File: config.mk
export PLATFORM = sky130hd
export DESIGN_NAME = isr_ctrl_top
export DESIGN_NICKNAME = d
export VERILOG_FILES = /design/src/rtl/isr_pkg.sv /design/src/rtl/isr_status_bank.sv /design/src/rtl/isr_enable_mask.sv /design/src/rtl/isr_read_port.sv /design/src/rtl/isr_ctrl_top.sv
export SDC_FILE = /design/constraint.sdc
export NUM_CORES = 1
export LEC_CHECK = 0
export ABC_AREA = 1
export BUFFER_PORTS_ARGS = -buffer_cell sky130_fd_sc_hd__clkbuf_2
export CAP_MARGIN = 20
export CORE_MARGIN = 1.5
export CORE_UTILIZATION = 36
export CTS_BUF_LIST = sky130_fd_sc_hd__clkbuf_8
export DETAILED_ROUTE_END_ITERATION = 6
export GPL_TIMING_DRIVEN = 0
export PLACE_DENSITY_LB_ADDON = 0.05
export SLEW_MARGIN = 20
export SYNTH_ARGS = -nofsm -noshare
export SYNTH_HDL_FRONTEND = slang
export SYNTH_SLANG_ARGS = --single-unit
export TNS_END_PERCENT = 100
File: constraint.sdc
create_clock -name clk -period 1.6 [get_ports clk]
set_input_delay 0.08 -clock clk [delete_from_list [all_inputs] [get_ports clk]]
set_output_delay 0.08 -clock clk [all_outputs]
set_load 0.1 [all_outputs]
File: src/rtl/isr_pkg.sv
package isr_pkg;
  typedef enum logic [2:0] {
    ADR_RAW    = 3'd0,
    ADR_MASKED = 3'd1,
    ADR_EN_SET = 3'd2,
    ADR_EN_CLR = 3'd3
  } isr_addr_e;

  localparam int EVT_ARB_LOST = 0;
  localparam int EVT_NO_ACK   = 1;
  localparam int EVT_ACC_RDY  = 2;
  localparam int EVT_RX_RDY   = 3;
  localparam int EVT_TX_RDY   = 4;
  localparam int EVT_RX_DRAIN = 5;
  localparam int EVT_TX_DRAIN = 6;
endpackage

File: src/rtl/isr_status_bank.sv
module isr_status_bank #(
  parameter int N_EVT = 7
) (
  input  logic             clk,
  input  logic             rst,
  input  logic [N_EVT-1:0] evt_i,
  input  logic             clr_en_i,
  input  logic [N_EVT-1:0] clr_bits_i,
  output logic [N_EVT-1:0] status_o
);
  for (genvar b = 0; b < N_EVT; b++) begin : g_bit
    always_ff @(posedge clk) begin
      if (rst)                            status_o[b] <= 1'b0;
      else if (evt_i[b])                  status_o[b] <= 1'b1;
      else if (clr_en_i && clr_bits_i[b]) status_o[b] <= 1'b0;
    end
  end

  AST_EVT_LATCHES: assert property (@(posedge clk) disable iff (rst)
    (evt_i != '0) |=> ((status_o & $past(evt_i)) == $past(evt_i)));
  AST_W1C_CLEARS: assert property (@(posedge clk) disable iff (rst)
    clr_en_i |=> ((status_o & $past(clr_bits_i & ~evt_i)) == '0));
  AST_EVT_BEATS_CLR: assert property (@(posedge clk) disable iff (rst)
    (clr_en_i && ((clr_bits_i & evt_i) != '0)) |=> ((status_o & $past(clr_bits_i & evt_i)) != '0));
  AST_STATUS_HOLDS: assert property (@(posedge clk) disable iff (rst)
    (!clr_en_i && evt_i == '0) |=> $stable(status_o));
endmodule

File: src/rtl/isr_enable_mask.sv
module isr_enable_mask #(
  parameter int N_EVT = 7
) (
  input  logic             clk,
  input  logic             rst,
  input  logic             set_en_i,
  input  logic             clr_en_i,
  input  logic [N_EVT-1:0] bits_i,
  output logic [N_EVT-1:0] mask_o
);
  always_ff @(posedge clk) begin
    if (rst)           mask_o <= '0;
    else if (set_en_i) mask_o <= mask_o | bits_i;
    else if (clr_en_i) mask_o <= mask_o & ~bits_i;
  end

  AST_MASK_SET: assert property (@(posedge clk) disable iff (rst)
    set_en_i |=> ((mask_o & $past(bits_i)) == $past(bits_i)));
  AST_MASK_CLR: assert property (@(posedge clk) disable iff (rst)
    (clr_en_i && !set_en_i) |=> ((mask_o & $past(bits_i)) == '0));
  AST_MASK_HOLDS: assert property (@(posedge clk) disable iff (rst)
    (!set_en_i && !clr_en_i) |=> $stable(mask_o));
endmodule

File: src/rtl/isr_read_port.sv
module isr_read_port
  import isr_pkg::*;
#(
  parameter int N_EVT    = 7,
  parameter int DATA_W   = 16,
  parameter int ADDR_W   = 3,
  parameter int BUSY_BIT = 12
) (
  input  logic              clk,
  input  logic              rst,
  input  logic              rd_en_i,
  input  logic [ADDR_W-1:0] addr_i,
  input  logic [N_EVT-1:0]  status_i,
  input  logic [N_EVT-1:0]  mask_i,
  input  logic              busy_i,
  output logic [DATA_W-1:0] rdata_o
);
  logic [DATA_W-1:0] raw_view, masked_view, mask_view, sel;

  always_comb begin
    raw_view           = '0;
    raw_view[N_EVT-1:0] = status_i;
    raw_view[BUSY_BIT] = busy_i;
    masked_view        = '0;
    masked_view[N_EVT-1:0] = status_i & mask_i;
    mask_view          = '0;
    mask_view[N_EVT-1:0] = mask_i;
    case (addr_i)
      ADR_RAW:                sel = raw_view;
      ADR_MASKED:             sel = masked_view;
      ADR_EN_SET, ADR_EN_CLR: sel = mask_view;
      default:                sel = '0;
    endcase
  end

  always_ff @(posedge clk) begin
    if (rst)          rdata_o <= '0;
    else if (rd_en_i) rdata_o <= sel;
  end

  AST_RDATA_HOLDS: assert property (@(posedge clk) disable iff (rst)
    !rd_en_i |=> $stable(rdata_o));
  AST_MASKED_NO_BUSY: assert property (@(posedge clk) disable iff (rst)
    (rd_en_i && addr_i == ADR_MASKED) |=> !rdata_o[BUSY_BIT]);
endmodule

File: src/rtl/isr_ctrl_top.sv
module isr_ctrl_top
  import isr_pkg::*;
#(
  parameter int N_EVT    = 7,
  parameter int DATA_W   = 16,
  parameter int ADDR_W   = 3,
  parameter int BUSY_BIT = 12
) (
  input  logic              clk,
  input  logic              rst,
  input  logic [N_EVT-1:0]  evt_i,
  input  logic              bus_busy_i,
  input  logic [ADDR_W-1:0] reg_addr_i,
  input  logic              reg_wr_i,
  input  logic [DATA_W-1:0] reg_wdata_i,
  input  logic              reg_rd_i,
  output logic [DATA_W-1:0] reg_rdata_o,
  output logic              irq_o
);
  logic [N_EVT-1:0] status, mask, wbits;
  logic             st_clr, en_set, en_clr, pending;

  assign wbits   = reg_wdata_i[N_EVT-1:0];
  assign st_clr  = reg_wr_i && (reg_addr_i == ADR_RAW || reg_addr_i == ADR_MASKED);
  assign en_set  = reg_wr_i && (reg_addr_i == ADR_EN_SET);
  assign en_clr  = reg_wr_i && (reg_addr_i == ADR_EN_CLR);
  assign pending = |(status & mask);

  isr_status_bank #(.N_EVT(N_EVT)) u_status (
    .clk(clk), .rst(rst), .evt_i(evt_i), .clr_en_i(st_clr),
    .clr_bits_i(wbits), .status_o(status)
  );

  isr_enable_mask #(.N_EVT(N_EVT)) u_mask (
    .clk(clk), .rst(rst), .set_en_i(en_set), .clr_en_i(en_clr),
    .bits_i(wbits), .mask_o(mask)
  );

  isr_read_port #(.N_EVT(N_EVT), .DATA_W(DATA_W), .ADDR_W(ADDR_W), .BUSY_BIT(BUSY_BIT)) u_read (
    .clk(clk), .rst(rst), .rd_en_i(reg_rd_i), .addr_i(reg_addr_i),
    .status_i(status), .mask_i(mask), .busy_i(bus_busy_i), .rdata_o(reg_rdata_o)
  );

  always_ff @(posedge clk) begin
    if (rst) irq_o <= 1'b0;
    else     irq_o <= pending;
  end

  AST_IRQ_RISES: assert property (@(posedge clk) disable iff (rst)
    pending |=> irq_o);
  AST_IRQ_QUIET: assert property (@(posedge clk) disable iff (rst)
    !pending |=> !irq_o);
  AST_RESET_CLEAN: assert property (@(posedge clk)
    rst |=> (status == '0 && mask == '0 && !irq_o));
endmodule

## Word-level counts from Yosys, hierarchy flattened

Index checks and enable logic that the tools add are counted.
W data, S select, Z words.

- Bits in latches: 0
- Bits in read-only memories: 0
- Memory bits (writable): 0
- Bits in registers: 31
- Memories kept: 0
- Input port bits: 31

- $lt $le $gt $ge: 0
- Reductions and logical operators: 22
- Multiply operators: 0
- Add/sub/neg operators: 0
- Equality and inequality tests: 3
- Bitwise logic cells: 4
- Shift-type cells: 0
- Muxes and demuxes: 17
- Div/mod/pow operators: 0

Operator list:

| kind | number |
|---|---|
| $pmux W13 S3 | 1 |
| $reduce_bool A2 Y1 | 8 |
| $and A7 B7 Y7 | 2 |
| $mux W1 | 14 |
| $mux W7 | 2 |
| $logic_and A1 B1 Y1 | 10 |
| $not A7 Y7 | 1 |
| $or A7 B7 Y7 | 1 |
| $reduce_or A7 Y1 | 1 |
| $eq A3 B2 Y1 const B | 2 |
| $eq A3 B1 Y1 const B | 1 |
| $logic_not A3 Y1 | 1 |
| $reduce_or A2 Y1 | 1 |
| $logic_or A1 B1 Y1 | 1 |

## Logic depth before layout (Yosys ltp)

- Depth after elaboration: 6
- Mapped depth: 6

## By module

From an unflattened synthesis, not the netlist that was laid out.

- Cell total of the unflattened synthesis: 175
- Area, all modules: 1176.1 sq um

Modules (own cells, without submodules):

| module | instances | cells each | area an instance (sq um) | seq. area each (sq um) |
|---|---|---|---|---|
| isr_read_port | 1 | 83 | 556.8 | 160.2 |
| isr_status_bank | 1 | 35 | 257.7 | 140.1 |
| isr_enable_mask | 1 | 35 | 254.0 | 140.1 |
| isr_ctrl_top | 1 | 22 | 107.6 | 20.0 |

## Least setup slack after synthesis

No wires, ideal clock.

- Path kind: flip-flop to flip-flop
- From: register, netlist name u_read.rdata_o[3]
- To: register u_read.rdata_o[3]
- Arrival: 1.178 ns
- Cell stages (with the launch flop): 3
- Setup slack: 0.351 ns
- Path buffers: 0
- Period minus slack after synthesis: 1.249 ns
- Cells stage by stage: dfxtp_1 > nand2_1 > a21oi_1

RTL lines:

| element | RTL line | text |
|---|---|---|
| to (signal assigned) | isr_read_port.sv:38 | `else if (rd_en_i) rdata_o <= sel;` |
| to (decl) | isr_read_port.sv:16 | `output logic [DATA_W-1:0] rdata_o` |

## Final worst setup path

- From: register u_read.rdata_o[0]
- To: output reg_rdata_o[0]

RTL lines:

| element | RTL line | text |
|---|---|---|
| to (decl) | isr_ctrl_top.sv:17 | `output logic [DATA_W-1:0] reg_rdata_o,` |

No word-level cell between the ends.

==> metrics <==
worst path cell trace=clkbuf_2; Final Hold Vio Count=0; sequential fraction of the synthesis area=40.4%; leakage power=0.000731 µW; Final min period=1.13 ns; ANT cells=0; I/O pin count=48; Nets=235; TritonRoute pass-1 iters=4; WS Path Type=flop to output port; design area=1410 µm²; Die W=59.3 µm; share of the synthesized area in the top cell type=40.4%; Mapped Area=1140 µm²; Synth Area per Inst=6.96 µm²; Req. time, crit path=1.52 ns; CP delay by family, top=buffers and inverters; post-cts resize count=0; cts bufs inserted=3; dominant cells by area after synthesis=dfxtp_1, nand2_1, a21oi_1, nand3_1, inv_1; area delta synth->final=23.4%; vias per std cell=4.46; M2 GR Usage=25.7%; path depth of the worst reg2reg path=6; crit-path max FO=2; period utilization=70.8%; Core Box Area=3030 µm²; CTS H-tree depth=1; Max Clock Skew=0.00100 ns; total grt overflow=0; fillers=330; Initial Utilization=37.7%; clock sink total=23; final setup vio count=0; critical path's slowest cell=clkbuf_2; hold path cells=3; initial antenna violation count=0; CTS tree=done; CP Launch Type=flop; layout cells sized above 1=22.7%; CP arrival=1.05 ns; Hold Startpoint=evt_i[2]; Slew Limit Headroom=64.1%; post-synth cell types=16; unrepaired setup endpoints after global routing=false; Setup crit start=u_read.rdata_o[0]; dominant cell type by area after synthesis=dfxtp_1; Cells after Synth=164; row cnt=20; global-route wire length before repair=4.21 mm; number of global-route vias before repair=944; Hold Buf Count CTS=0; vias=1102; drt initial violations=49; Max Root-Sink Buffers=2; DP Area=1360 µm²; dpl ws=0.510 ns; WL per Instance=10.3 µm; Seq. cell area=460 µm²; largest net degree at the start of global routing=13; GPL Wtd Cong=0.806; Clk pin slew, worst setup/hold paths=0.07 ns; antenna viol nets, final=0; CP bufs+invs=1; GRT busiest layer=met2; M1 GR Usage=22.4%; Post-DP HPWL=1.99 mm; Setup Buffers After CTS=0; multi-input gate area in the final layout=533 µm²; die area=3520 µm²; Slew Limit Fails=0; hold crit path type=primary input to flop; Setup WS post-layout=0.468 ns; Skew-Pair Late Insertion Delay=0.26 ns; CP Depth=1; DR DRC count=0; setup TNS=0 ns; maximum vdd ir drop=339 µV; PwrDens=846 nW/µm²; Achievable Freq=0.883 GHz; crit end category=output port; Worst path max stage delay=0.46 ns; Routed WL=2.56 mm; clock root buffer=clkbuf_8; PortBufs=28; total global-route track usage=16.3%; Die Ht=59.3 µm; worst slew pin tran=0.540 ns; met3 GRT Util=2.84%; #FFs+latches synth=23; status=finished clean; Synth warnings=0; maxcap violations=0
## area by class of cell
| cell class | instances | share of cell area, % |
|---|---|---|
| Timing Repair Buffer | 28 | 9.96 |
| Sequential cell | 23 | 32.7 |
| Buffer | 13 | 5.96 |
| Clock buffer | 3 | 2.93 |
| Tap cell | 44 | 3.91 |
| Inverter | 24 | 6.40 |
| Clock inverter | 1 | 0.267 |
| Multi-Input combinational cell | 111 | 37.9 |
## through the flow
stage          instances  total power [µW]  hold slack, ns  util, %
2_1_floorplan        171               807           0.149        -
3_3_place_gp         243               860           0.301     45.0
3_5_place_dp         243               864           0.307     45.0
4_1_cts              247              1210          0.0235     46.5
5_1_grt              247              1260          0.0291     46.5
6_report             247              1190          0.0329     46.5
## cells by family after synthesis
family                 share of synthesized area [%]
and+or+nand+nor                                 28.3
AOI/OAI and AO/OA                               15.8
DFF                                             40.4
buffers and inverters                           15.2
other                                          0.329
## per-layer routing
metal | vias to the layer above | routed length (µm)
met4 | 0 | 31
met3 | 4 | 123
met2 | 32 | 1150
met1 | 476 | 1250
met5 | - | 0
li1 | 590 | -
## synthesized netlist by cell type
cell	count
dfxtp_1	23
nand2_4	1
inv_1	23
nand3_1	22
nor2_1	2
o21ai_0	14
nor2_4	2
inv_2	1
nand4_1	2
conb_1	1
nor2_8	1
buf_2	1
nand2_1	37
clkbuf_1	3
buf_4	9
a21oi_1	22
## power breakdown
part	total (µW)	leakage (µW)	switching, µW	internal [µW]
sequential	605	0.000188	12.7	592
clock	341	0.0000269	170	171
combinational	244	0.000516	186	58.6
## layout by cell type (no fill, tap or decap)
cell,instances
a21oi_1,22
buf_2,1
buf_4,9
clkbuf_1,3
clkbuf_2,28
clkbuf_8,3
conb_1,8
dfxtp_1,23
inv_1,24
inv_2,1
nand2_1,37
nand2_4,1
nand3_1,22
nand4_1,2
nor2_1,2
nor2_4,2
nor2_8,1
o21ai_0,14
## path summary, 6_finish.rpt
kind	to	slack, ns
setup / recovery	reg_rdata_o[0]	0.47
hold / removal	u_status.status_o[2]	0.03
setup reg to reg	u_read.rdata_o[4]	0.71
hold reg to reg	u_read.rdata_o[12]	0.47
Note: power is estimated with default switching activity, not from simulation.
